===== src/rtl/codec_fifo_pkg.sv =====
package codec_fifo_pkg;

  typedef enum logic [1:0] {
    HP_IDLE = 2'd0,
    HP_WAIT = 2'd1,
    HP_ACK  = 2'd2
  } hp_state_t;

  localparam logic MODE_ENC = 1'b0;
  localparam logic MODE_DEC = 1'b1;

endpackage


===== src/rtl/cfb_store.sv =====
module cfb_store #(
  parameter int DW    = 16,
  parameter int DEPTH = 32,
  localparam int AW   = $clog2(DEPTH),
  localparam int CW   = AW + 1
) (
  input  logic          clk,
  input  logic          rst_n,
  input  logic          clr,
  input  logic          wr_en,
  input  logic [DW-1:0] wr_data,
  input  logic          wr_eof,
  input  logic          rd_en,
  output logic [DW-1:0] rd_data,
  output logic [CW-1:0] count,
  output logic          head_eof,
  output logic          full,
  output logic          empty
);

  logic [DW-1:0]    mem [DEPTH];
  logic [DEPTH-1:0] eof_bits;
  logic [AW-1:0]    wp;
  logic [AW-1:0]    rp;

  // Data array: one write port, one registered read port (block RAM style).
  always_ff @(posedge clk) begin
    if (wr_en) mem[wp] <= wr_data;
    if (rd_en) rd_data <= mem[rp];
  end

  always_ff @(posedge clk) begin
    if (!rst_n || clr) begin
      wp       <= '0;
      rp       <= '0;
      count    <= '0;
      eof_bits <= '0;
    end else begin
      if (wr_en) begin
        wp           <= wp + AW'(1);
        eof_bits[wp] <= wr_eof;
      end
      if (rd_en) rp <= rp + AW'(1);
      count <= count + CW'(wr_en) - CW'(rd_en);
    end
  end

  assign full     = (count == CW'(DEPTH));
  assign empty    = (count == '0);
  assign head_eof = eof_bits[rp];

  // the FIFO never accepts a word when full
  a_r6_no_overflow: assert property (@(posedge clk) disable iff (!rst_n)
    full |-> !wr_en);

  // the FIFO never releases a word when empty
  a_r4_no_underflow: assert property (@(posedge clk) disable iff (!rst_n)
    empty |-> !rd_en);

endmodule


===== src/rtl/cfb_host_port.sv =====
module cfb_host_port
  import codec_fifo_pkg::*;
(
  input  logic clk,
  input  logic rst_n,
  input  logic clr,
  input  logic mode,
  input  logic req,
  input  logic wr,
  input  logic full,
  input  logic empty,
  output logic ack_n,
  output logic push,
  output logic pop
);

  hp_state_t st, st_n;

  always_comb begin
    st_n = st;
    push = 1'b0;
    pop  = 1'b0;
    case (st)
      HP_IDLE: if (req) st_n = HP_WAIT;
      HP_WAIT: begin
        if (wr) begin
          if (mode == MODE_DEC) begin
            if (!full) begin
              push = 1'b1;
              st_n = HP_ACK;
            end
          end else begin
            st_n = HP_ACK;
          end
        end else begin
          if (mode == MODE_ENC) begin
            if (!empty) begin
              pop  = 1'b1;
              st_n = HP_ACK;
            end
          end else begin
            st_n = HP_ACK;
          end
        end
      end
      HP_ACK:  if (!req) st_n = HP_IDLE;
      default: st_n = HP_IDLE;
    endcase
  end

  always_ff @(posedge clk) begin
    if (!rst_n || clr) begin
      st    <= HP_IDLE;
      ack_n <= 1'b1;
    end else begin
      st    <= st_n;
      ack_n <= (st_n != HP_ACK);
    end
  end

  // an idle cycle is always followed by a high acknowledge (wait cycle)
  a_r2_wait_cycle: assert property (@(posedge clk) disable iff (!rst_n)
    (st == HP_IDLE) |=> ack_n);

  // a dropped request releases the acknowledge
  a_r2_release: assert property (@(posedge clk) disable iff (!rst_n)
    (st == HP_ACK && !req) |=> ack_n);

  // a decode write facing a full FIFO keeps the acknowledge high
  a_r6_hold_full: assert property (@(posedge clk) disable iff (!rst_n)
    (st == HP_WAIT && wr && mode == MODE_DEC && full) |=> ack_n);

endmodule


===== src/rtl/cfb_flags.sv =====
module cfb_flags
  import codec_fifo_pkg::*;
#(
  parameter int CW = 6
) (
  input  logic          clk,
  input  logic          rst_n,
  input  logic          clr,
  input  logic          mode,
  input  logic [CW-1:0] count,
  input  logic [CW-1:0] nf_level,
  input  logic [CW-1:0] ne_level,
  input  logic          head_eof,
  output logic          srq,
  output logic          last_code
);

  always_ff @(posedge clk) begin
    if (!rst_n) begin
      srq       <= 1'b0;
      last_code <= 1'b0;
    end else begin
      if (mode == MODE_ENC) srq <= (count >= nf_level);
      else                  srq <= (count <= ne_level);
      last_code <= (mode == MODE_ENC) && (count != '0) && head_eof;
    end
  end

  // an empty decode FIFO always requests service on the next cycle
  a_r8_empty_dec: assert property (@(posedge clk) disable iff (!rst_n)
    (mode == MODE_DEC && count == '0 && !clr) |=> srq);

  // last_code only ever reflects a non-empty FIFO
  a_r9_needs_data: assert property (@(posedge clk) disable iff (!rst_n)
    last_code |-> $past(count) != '0);

endmodule


===== src/rtl/codec_host_fifo_bridge.sv =====
module codec_host_fifo_bridge
  import codec_fifo_pkg::*;
#(
  parameter int DW    = 16,
  parameter int DEPTH = 32,
  localparam int AW   = $clog2(DEPTH),
  localparam int CW   = AW + 1
) (
  input  logic          clk,
  input  logic          rst_n,
  input  logic          soft_clr,
  input  logic          mode,
  input  logic [CW-1:0] nf_level,
  input  logic [CW-1:0] ne_level,
  input  logic          host_req,
  input  logic          host_wr,
  input  logic [DW-1:0] host_wdata,
  output logic [DW-1:0] host_rdata,
  output logic          host_ack_n,
  input  logic          eng_in_valid,
  input  logic [DW-1:0] eng_in_data,
  input  logic          eng_in_eof,
  output logic          eng_in_ready,
  output logic          eng_out_valid,
  output logic [DW-1:0] eng_out_data,
  input  logic          eng_out_ready,
  output logic          srq,
  output logic          last_code
);

  logic          full, empty, head_eof;
  logic [CW-1:0] count;
  logic [DW-1:0] rd_q;
  logic          h_push, h_pop, e_push, e_pop;
  logic          wr_en, rd_en, wr_eof;
  logic [DW-1:0] wr_data;
  logic          out_vld;

  // Engine side handshakes
  assign eng_in_ready = (mode == MODE_ENC) && !full;
  assign e_push       = eng_in_valid && eng_in_ready;
  assign e_pop        = (mode == MODE_DEC) && !empty && (!out_vld || eng_out_ready);

  // Single write port and single read port, shared by direction
  assign wr_en   = h_push | e_push;
  assign wr_data = (mode == MODE_DEC) ? host_wdata : eng_in_data;
  assign wr_eof  = (mode == MODE_ENC) && eng_in_eof;
  assign rd_en   = h_pop | e_pop;

  cfb_store #(.DW(DW), .DEPTH(DEPTH)) u_store (
    .clk      (clk),
    .rst_n    (rst_n),
    .clr      (soft_clr),
    .wr_en    (wr_en),
    .wr_data  (wr_data),
    .wr_eof   (wr_eof),
    .rd_en    (rd_en),
    .rd_data  (rd_q),
    .count    (count),
    .head_eof (head_eof),
    .full     (full),
    .empty    (empty)
  );

  cfb_host_port u_host (
    .clk   (clk),
    .rst_n (rst_n),
    .clr   (soft_clr),
    .mode  (mode),
    .req   (host_req),
    .wr    (host_wr),
    .full  (full),
    .empty (empty),
    .ack_n (host_ack_n),
    .push  (h_push),
    .pop   (h_pop)
  );

  cfb_flags #(.CW(CW)) u_flags (
    .clk       (clk),
    .rst_n     (rst_n),
    .clr       (soft_clr),
    .mode      (mode),
    .count     (count),
    .nf_level  (nf_level),
    .ne_level  (ne_level),
    .head_eof  (head_eof),
    .srq       (srq),
    .last_code (last_code)
  );

  // Engine output stage: the RAM read register doubles as the output data
  always_ff @(posedge clk) begin
    if (!rst_n || soft_clr) out_vld <= 1'b0;
    else if (e_pop)         out_vld <= 1'b1;
    else if (eng_out_ready) out_vld <= 1'b0;
  end

  assign eng_out_valid = out_vld;
  assign eng_out_data  = rd_q;
  assign host_rdata    = (mode == MODE_ENC) ? rd_q : '0;

  // a stalled engine output keeps its word
  a_r5_out_hold: assert property (@(posedge clk) disable iff (!rst_n)
    (out_vld && !eng_out_ready && !soft_clr) |=> (out_vld && $stable(eng_out_data)));

endmodule


===== config.mk =====
export PLATFORM = sky130hd
export DESIGN_NAME = codec_host_fifo_bridge
export DESIGN_NICKNAME = d
export VERILOG_FILES = /design/src/rtl/codec_fifo_pkg.sv /design/src/rtl/cfb_store.sv /design/src/rtl/cfb_host_port.sv /design/src/rtl/cfb_flags.sv /design/src/rtl/codec_host_fifo_bridge.sv
export SDC_FILE = /design/constraint.sdc
export NUM_CORES = 1
export LEC_CHECK = 0
export ABC_AREA = 1
export ABC_CLOCK_PERIOD_IN_PS = 3630
export CORE_MARGIN = 5
export CORE_UTILIZATION = 30
export CTS_CLUSTER_SIZE = 30
export DETAILED_ROUTE_END_ITERATION = 10
export PLACE_DENSITY = 0.48
export SYNTH_ARGS = -nofsm -noshare
export SYNTH_HDL_FRONTEND = slang
export SYNTH_SLANG_ARGS = --single-unit

===== constraint.sdc =====
create_clock -name clk -period 3.63 [get_ports clk]
set_input_delay 0.726 -clock clk [delete_from_list [all_inputs] [get_ports clk]]
set_output_delay 0.726 -clock clk [all_outputs]
set_load 0.05 [all_outputs]

# Yosys cells after proc, flatten, opt, wreduce, memory -nomap -nowiden
# Memory sizes are Yosys's and may differ from the RTL's. A register that Yosys moved wholly into a read port is not among the register bits.
# Index checks and enable logic that the tools add are counted.
[word_totals]
out_inout_bits = 37
inputBits = 53
ramBits = 512
wordCells = 72
ff_bits = 54
memories = 1
[classes]
reduce_logical = 18
n_bitwise = 3
n_lt_le_gt_ge = 5
n_eq_ne = 4
muxes = 28
add_sub_neg = 4
[memory_table]
columns = ["memory", "words", "word_bits", "read_ports", "rd_ports_with_merged_regs", "wr", "line_no", "text"]
rows = [
  ["u_store.mem", 32, 16, 1, 1, 1, "cfb_store.sv:21", "logic [DW-1:0] mem [DEPTH];"],
]
[op_table]
columns = ["op", "n"]
rows = [
  ["$bwmux 32", 1],
  ["$mux 16", 2],
  ["$mux 1", 15],
  ["$mux 2", 7],
  ["$lt 5x6->1 const B", 2],
  ["$add 5x1->5 const B", 2],
  ["$logic_and 1x1->1", 8],
  ["$add 6x1->6", 1],
  ["$eq 6x6->1 const B", 1],
  ["$ge 6x6->1", 1],
  ["$le 6x6->1", 1],
  ["$logic_not 6->1", 1],
  ["$pmux 2 s3", 1],
  ["$reduce_bool 6->1", 1],
  ["$sub 6x1->6", 1],
  ["$bmux 1 s5", 1],
  ["$demux 1 s5", 1],
  ["$ge 5x1->1 const B", 1],
  ["$logic_not 1->1", 4],
  ["$eq 2x1->1 const B", 1],
  ["$eq 2x2->1 const B", 1],
  ["$logic_not 2->1", 1],
  ["$logic_or 1x1->1", 2],
  ["$ne 2x2->1 const B", 1],
  ["3 further kinds", 4],
]

# Longest topological paths before layout
[depth]
word_depth = 8
depth_mapped = 17
mapped_depth_nobuf = 17

# By module
# From an unflattened synthesis, not the netlist that was laid out.
[hier_totals]
hier_cells = 2342
hier_area_um2 = 24682.4
[by_module_without_submodules]
columns = ["module", "area_per_inst_um2", "n_inst", "seq_area_each_um2", "cells_each"]
rows = [
  ["cfb_store", 23637.7, 1, 16816.1, 2142],
  ["codec_host_fifo_bridge", 461.7, 1, 20.0, 103],
  ["cfb_flags", 417.9, 1, 40.0, 72],
  ["cfb_host_port", 165.2, 1, 60.1, 25],
]

# Least setup slack after synthesis
# No wires, ideal clock.
[synth_timing]
kind = "input-to-reg"
startpoint = "input port mode"
endpoint = "register u_store.count[4]"
arrival_time_ns = 3.097
path_buffers = 1
stages = 13
setup_time_ns = 0.070
path_slack_ns = 0.463
required_time_ns = 3.560
cell_sequence = "buf_4 or2_2 o21ai_1 nand2_2 inv_2 ha_1 inv_1 ha_1 inv_1 fa_1 o31ai_1 o21ai_0 a21oi_1"
[synth_between]
elab_chain_cells = 6
elab_cells_between_ends = 15
cone_classes = "2 x add/sub; 6 x mux; 3 x bitwise; 4 x reduce/logical"
[synth_rtl]
columns = ["item", "line_no", "text"]
rows = [
  ["start, declared", "codec_host_fifo_bridge.sv:12", "input logic mode,"],
  ["$mux 1 or $not 1->1 (tied branches)", "n/a", ""],
  ["$mux 1 or $logic_and 1x1->1 (tied branches)", "cfb_host_port.sv:26, codec_host_fifo_bridge.sv:40", ""],
  ["$mux 1 or $logic_and 1x1->1 (tied branches)", "cfb_host_port.sv:23, codec_host_fifo_bridge.sv:41", ""],
  ["$or 1x1->1", "codec_host_fifo_bridge.sv:45", "assign wr_en = h_push | e_push;"],
  ["$add 6x1->6", "cfb_store.sv:44", "count <= count + CW'(wr_en) - CW'(rd_en);"],
  ["$sub 6x1->6 *", "cfb_store.sv:44", ""],
  ["end signal, assigned", "cfb_store.sv:44", ""],
  ["end, declared", "cfb_store.sv:15", "output logic [CW-1:0] count,"],
]
# Mark *: on every way between the ends. The rest lies on a longest branch, timed or not.
# A chain may end at the register's enable or synchronous reset.

# Final worst setup path
[layout_timing]
startpoint = "input port mode"
endpoint = "output port host_rdata[14]"
[layout_between]
elab_chain_cells = 1
[layout_rtl]
columns = ["item", "line_no", "text"]
rows = [
  ["$mux 16", "codec_host_fifo_bridge.sv:101", "assign host_rdata = (mode == MODE_ENC) ? rd_q : '0;"],
  ["end, declared", "codec_host_fifo_bridge.sv:18", "output logic [DW-1:0] host_rdata,"],
]
# No other way between the ends.

==> PnR_summary.wiki <==
{| class="wikitable"
! Metric !! Value
|-
| Synth top area cells || sky130_fd_sc_hd__edfxtp_1, sky130_fd_sc_hd__nand2_1, sky130_fd_sc_hd__nor2_1, sky130_fd_sc_hd__nand3_1, sky130_fd_sc_hd__dfxtp_1
|-
| Post_cts resized || 0
|-
| H-tree depth || 2
|-
| Critical path, cell by cell || buf_2 -> buf_4 -> nor2_1 -> clkdlybuf4s50_1
|-
| Buffer count from post-CTS setup fixing || 0
|-
| Max rail drop VDD || 0.000403 V
|-
| Proportion of synthesized chip area in sequential cells || 67.6%
|-
| Most area-hungry cell type in the Yosys netlist || sky130_fd_sc_hd__edfxtp_1
|-
| WP data arrival || 2.07 ns
|-
| # rows || 106
|-
| Met3 Routed Length || 4.16 mm
|-
| Met2 wire len || 32.2 mm
|-
| Final critical-path setup slack || 0.834 ns
|-
| Most common cell in the netlist || sky130_fd_sc_hd__nand2_1
|-
| Share of the synthesized area in the top cell type || 63.3%
|-
| Final Max Slew Viols || 0
|-
| Fraction of registers with async set/reset || 0%
|-
| Vias per Instance || 4.69
|-
| Mean instance size in the synthesized netlist || 10.3 um2
|-
| Dpl hpwl || 42.1 mm
|-
| Warnings from Yosys || 0
|-
| Max-slew headroom || 36.2%
|-
| Total I/O pin count || 90
|-
| Mapped Cells || 2439
|-
| Period Utilization, post-route || 77.0%
|-
| Clock net sink count || 582
|-
| Net count, final || 2611
|-
| Max clock buf depth || 3
|-
| Unrepaired setup endpoints after global routing || no
|-
| Post-synthesis sequential element count || 582
|-
| Post-synthesis cell area || 0.0251 mm2
|-
| Power per Cell Area || 596 mW/mm2
|-
| Worst setup timing slack at the placement stage || 0.265 ns
|-
| Die outline height || 299 um
|-
| Hold Path Class || in -> reg
|-
| Die width || 299 um
|-
| Iter 0 DRT Violations || 1464
|-
| Reg-to-reg critical path startpoint || u_store.count[3]$_SDFF_PP0_
|-
| Routed met1 length || 32.3 mm
|-
| Die area || 0.0894 mm2
|-
| Start point of the worst min-delay path || mode
|-
| Tightest Pin Transition || 0.957 ns
|-
| Skew final || 0.0187 ns
|-
| Via count of the first global-routing pass || 16906
|-
| Stage delay of the slowest cell on the critical path || 0.81 ns
|-
| Share of cells above drive strength 1 || 6.87%
|-
| Post-Route WL || 70.6 mm
|-
| Worst setup path class || in -> out
|-
| Number of enable flip-flop cells after synthesis || 528
|-
| Most used flip-flop cell after synthesis || sky130_fd_sc_hd__edfxtp_1
|-
| Hold buffer count at cts || 0
|-
| Endpoint of the worst-slack reg-to-reg timing path || u_store.count[4]$_SDFF_PP0_
|-
| Setup slack, reg-to-reg || 0.94 ns
|-
| Post-Place Cells || 3548
|-
| Critical path required time || 2.90 ns
|-
| Layout overhead on the synthesized area || 16.6%
|-
| Highest-delay cell along the critical path || sky130_fd_sc_hd__clkdlybuf4s50_1
|-
| Number of standard cells in the final layout excluding fillers || 3657
|-
| Reg clk slew, reported paths || 0.06 ns
|-
| Post-synthesis cell type count || 35
|-
| FF-to-FF path depth || 12
|-
| Highest achievable clock rate || 0.358 GHz
|-
| Commonest cells post-synth || sky130_fd_sc_hd__nand2_1, sky130_fd_sc_hd__edfxtp_1, sky130_fd_sc_hd__nor2_1, sky130_fd_sc_hd__nand3_1, sky130_fd_sc_hd__inv_1
|-
| Inserted Clock Buffers || 61
|-
| Post-route total power || 17.4 mW
|-
| Clk_lat worst skew || 0.62 ns
|-
| Clock tree from TritonCTS || built
|-
| Remaining routing DRC violations || 0
|-
| Post-DRT Antenna Nets || 0
|-
| Core region area || 0.0833 mm2
|-
| TritonRoute pass-1 iters || 5
|-
| Overall via count from detail_route || 17157
|-
| Number of violations of the max-capacitance limit || 0
|-
| Kind of end point of the critical path || output pin
|-
| Net Count, Synth || 2519
|-
| Capture endpoint of the worst hold path || eng_out_valid$_SDFFE_PP0P_
|-
| Biggest fanout along the worst timing path || 14
|-
| Starting utilization of the core area || 30.1%
|-
| Total of endpoints with negative setup slack in the final report || 0
|-
| Cell at the root of the clock tree || sky130_fd_sc_hd__clkbuf_16
|-
| Hold path depth || 3
|-
| Highest metal used || met4
|-
| Category of the worst setup path launch point || input pin
|-
| # port buffers || 89
|-
| Final hold violations || 0
|-
| Remaining global-route overflow || 0
|-
| Startpoint of the most critical setup path || mode
|-
| Average wire length per cell after detail routing || 19.3 um
|-
| Pin count of the biggest net entering global routing || 142
|-
| Clock period minus final worst setup slack || 2.80 ns
|-
| Tot GR Track Use || 15.4%
|-
| Global-route wire length before repair || 105 mm
|-
| Result of the run || finished clean
|-
| Setup TNS Final || 0 ns
|-
| GPL Wtd Cong || 0.814
|-
| Leakage power summed over all cells || 11.0 nW
|-
| Initial antenna violation count || 3
|}
-- layout by cell type, fill, tap and decap left out, types with 2 or more instances in the layout --
| cell | n |
|---|---|
| sky130_fd_sc_hd__xor2_1 | 3 |
| sky130_fd_sc_hd__buf_12 | 8 |
| sky130_fd_sc_hd__nand3_1 | 257 |
| sky130_fd_sc_hd__edfxtp_1 | 528 |
| sky130_fd_sc_hd__nor2_2 | 2 |
| sky130_fd_sc_hd__a21oi_1 | 52 |
| sky130_fd_sc_hd__bufinv_16 | 8 |
| sky130_fd_sc_hd__clkbuf_16 | 63 |
| sky130_fd_sc_hd__clkinv_2 | 7 |
| sky130_fd_sc_hd__nand4_1 | 2 |
| sky130_fd_sc_hd__buf_4 | 62 |
| sky130_fd_sc_hd__dfxtp_4 | 2 |
| sky130_fd_sc_hd__inv_1 | 175 |
| sky130_fd_sc_hd__dfxtp_1 | 52 |
| sky130_fd_sc_hd__clkinv_1 | 23 |
| sky130_fd_sc_hd__nor3_1 | 2 |
| sky130_fd_sc_hd__o21ai_1 | 7 |
| sky130_fd_sc_hd__nand2_4 | 2 |
| sky130_fd_sc_hd__nand2_2 | 7 |
| sky130_fd_sc_hd__inv_2 | 6 |
| sky130_fd_sc_hd__clkbuf_1 | 9 |
| sky130_fd_sc_hd__nand2_1 | 558 |
| sky130_fd_sc_hd__inv_6 | 2 |
| sky130_fd_sc_hd__nor2_1 | 443 |
| sky130_fd_sc_hd__or2_2 | 3 |
| sky130_fd_sc_hd__ha_1 | 26 |
| sky130_fd_sc_hd__o21ai_0 | 167 |
| sky130_fd_sc_hd__clkdlybuf4s50_1 | 87 |
-- kinds of logic (layout without fill, tap and decap cells) --
family / count (synthesis) / after routing / synth area share [%]
and+or+nand+nor: 1277 / 1277 / 20.6
DFF: 582 / 582 / 67.6
buffers and inverters: 316 / 453 / 5.51
AOI/OAI and AO/OA: 234 / 234 / 4.78
adders and majority gates: 27 / 27 / 1.38
xor gates and xnor gates: 3 / 3 / 0.105
other: 0 / 1 / 0
-- layer usage --
layer | up-vias | global-route usage [%]
met3 | 100 | 2.62
met1 | 8273 | 21.6
met2 | 457 | 24.5
met4 | 0 | 4.54
li1 | 8327 | -
met5 | - | 0
-- registers in the layout, indices dropped and copies added, names as in the netlist --
name,cells
u_host.st,2
u_store.rd_data,16
eng_out_valid,1
u_store.count,6
u_flags.srq,1
u_store.mem,512
u_store.eof_bits,32
u_host.ack_n,1
u_flags.last_code,1
u_store.wp,5
u_store.rp,5
-- critical path, delay by kind of cell --
kind                   cells  cell delay [ns]
buffers and inverters      3             1.19
and+or+nand+nor            1             0.13
-- metrics by stage --
stage / hold slack, ns / cell area (um2) / util, %
2_1_floorplan: 0.482 / 25100 / -
3_3_place_gp: 0.498 / 27300 / 32.7
3_5_place_dp: 0.505 / 27300 / 32.7
4_1_cts: 0.401 / 29200 / 35.1
5_1_grt: 0.440 / 29200 / 35.1
6_report: 0.445 / 29200 / 35.1
-- power by group --
| part | internal (mW) | switching, mW |
|---|---|---|
| Sequential | 7.55 | 0.0870 |
| Clock | 3.69 | 2.54 |
| Combinational | 1.04 | 2.51 |
-- worst max-delay path by stage --
stage	endpoint	cells after the start	slack, ns
5_1_grt	u_store.count[4]$_SDFF_PP0_	12	0.72
3_5_place_dp	u_store.count[4]$_SDFF_PP0_	13	0.26
6_report	host_rdata[14]	4	0.83
2_1_floorplan	u_store.count[4]$_SDFF_PP0_	13	0.46
4_1_cts	host_rdata[4]	4	0.83
3_3_place_gp	u_store.count[4]$_SDFF_PP0_	13	0.18
-- final cells by class --
| type | count | area, um2 |
|---|---|---|
| antenna | 1 | 2.50 |
| clock buffer | 72 | 1610 |
| clock inverter | 36 | 363 |
| fill | 8322 | 54100 |
| inverter | 187 | 709 |
| multi-input combinational | 1541 | 6750 |
| sequential | 582 | 16900 |
| tap | 1080 | 1350 |
| timing repair buffer | 158 | 1500 |
No activity file was read; power rests on OpenSTA's default activity.
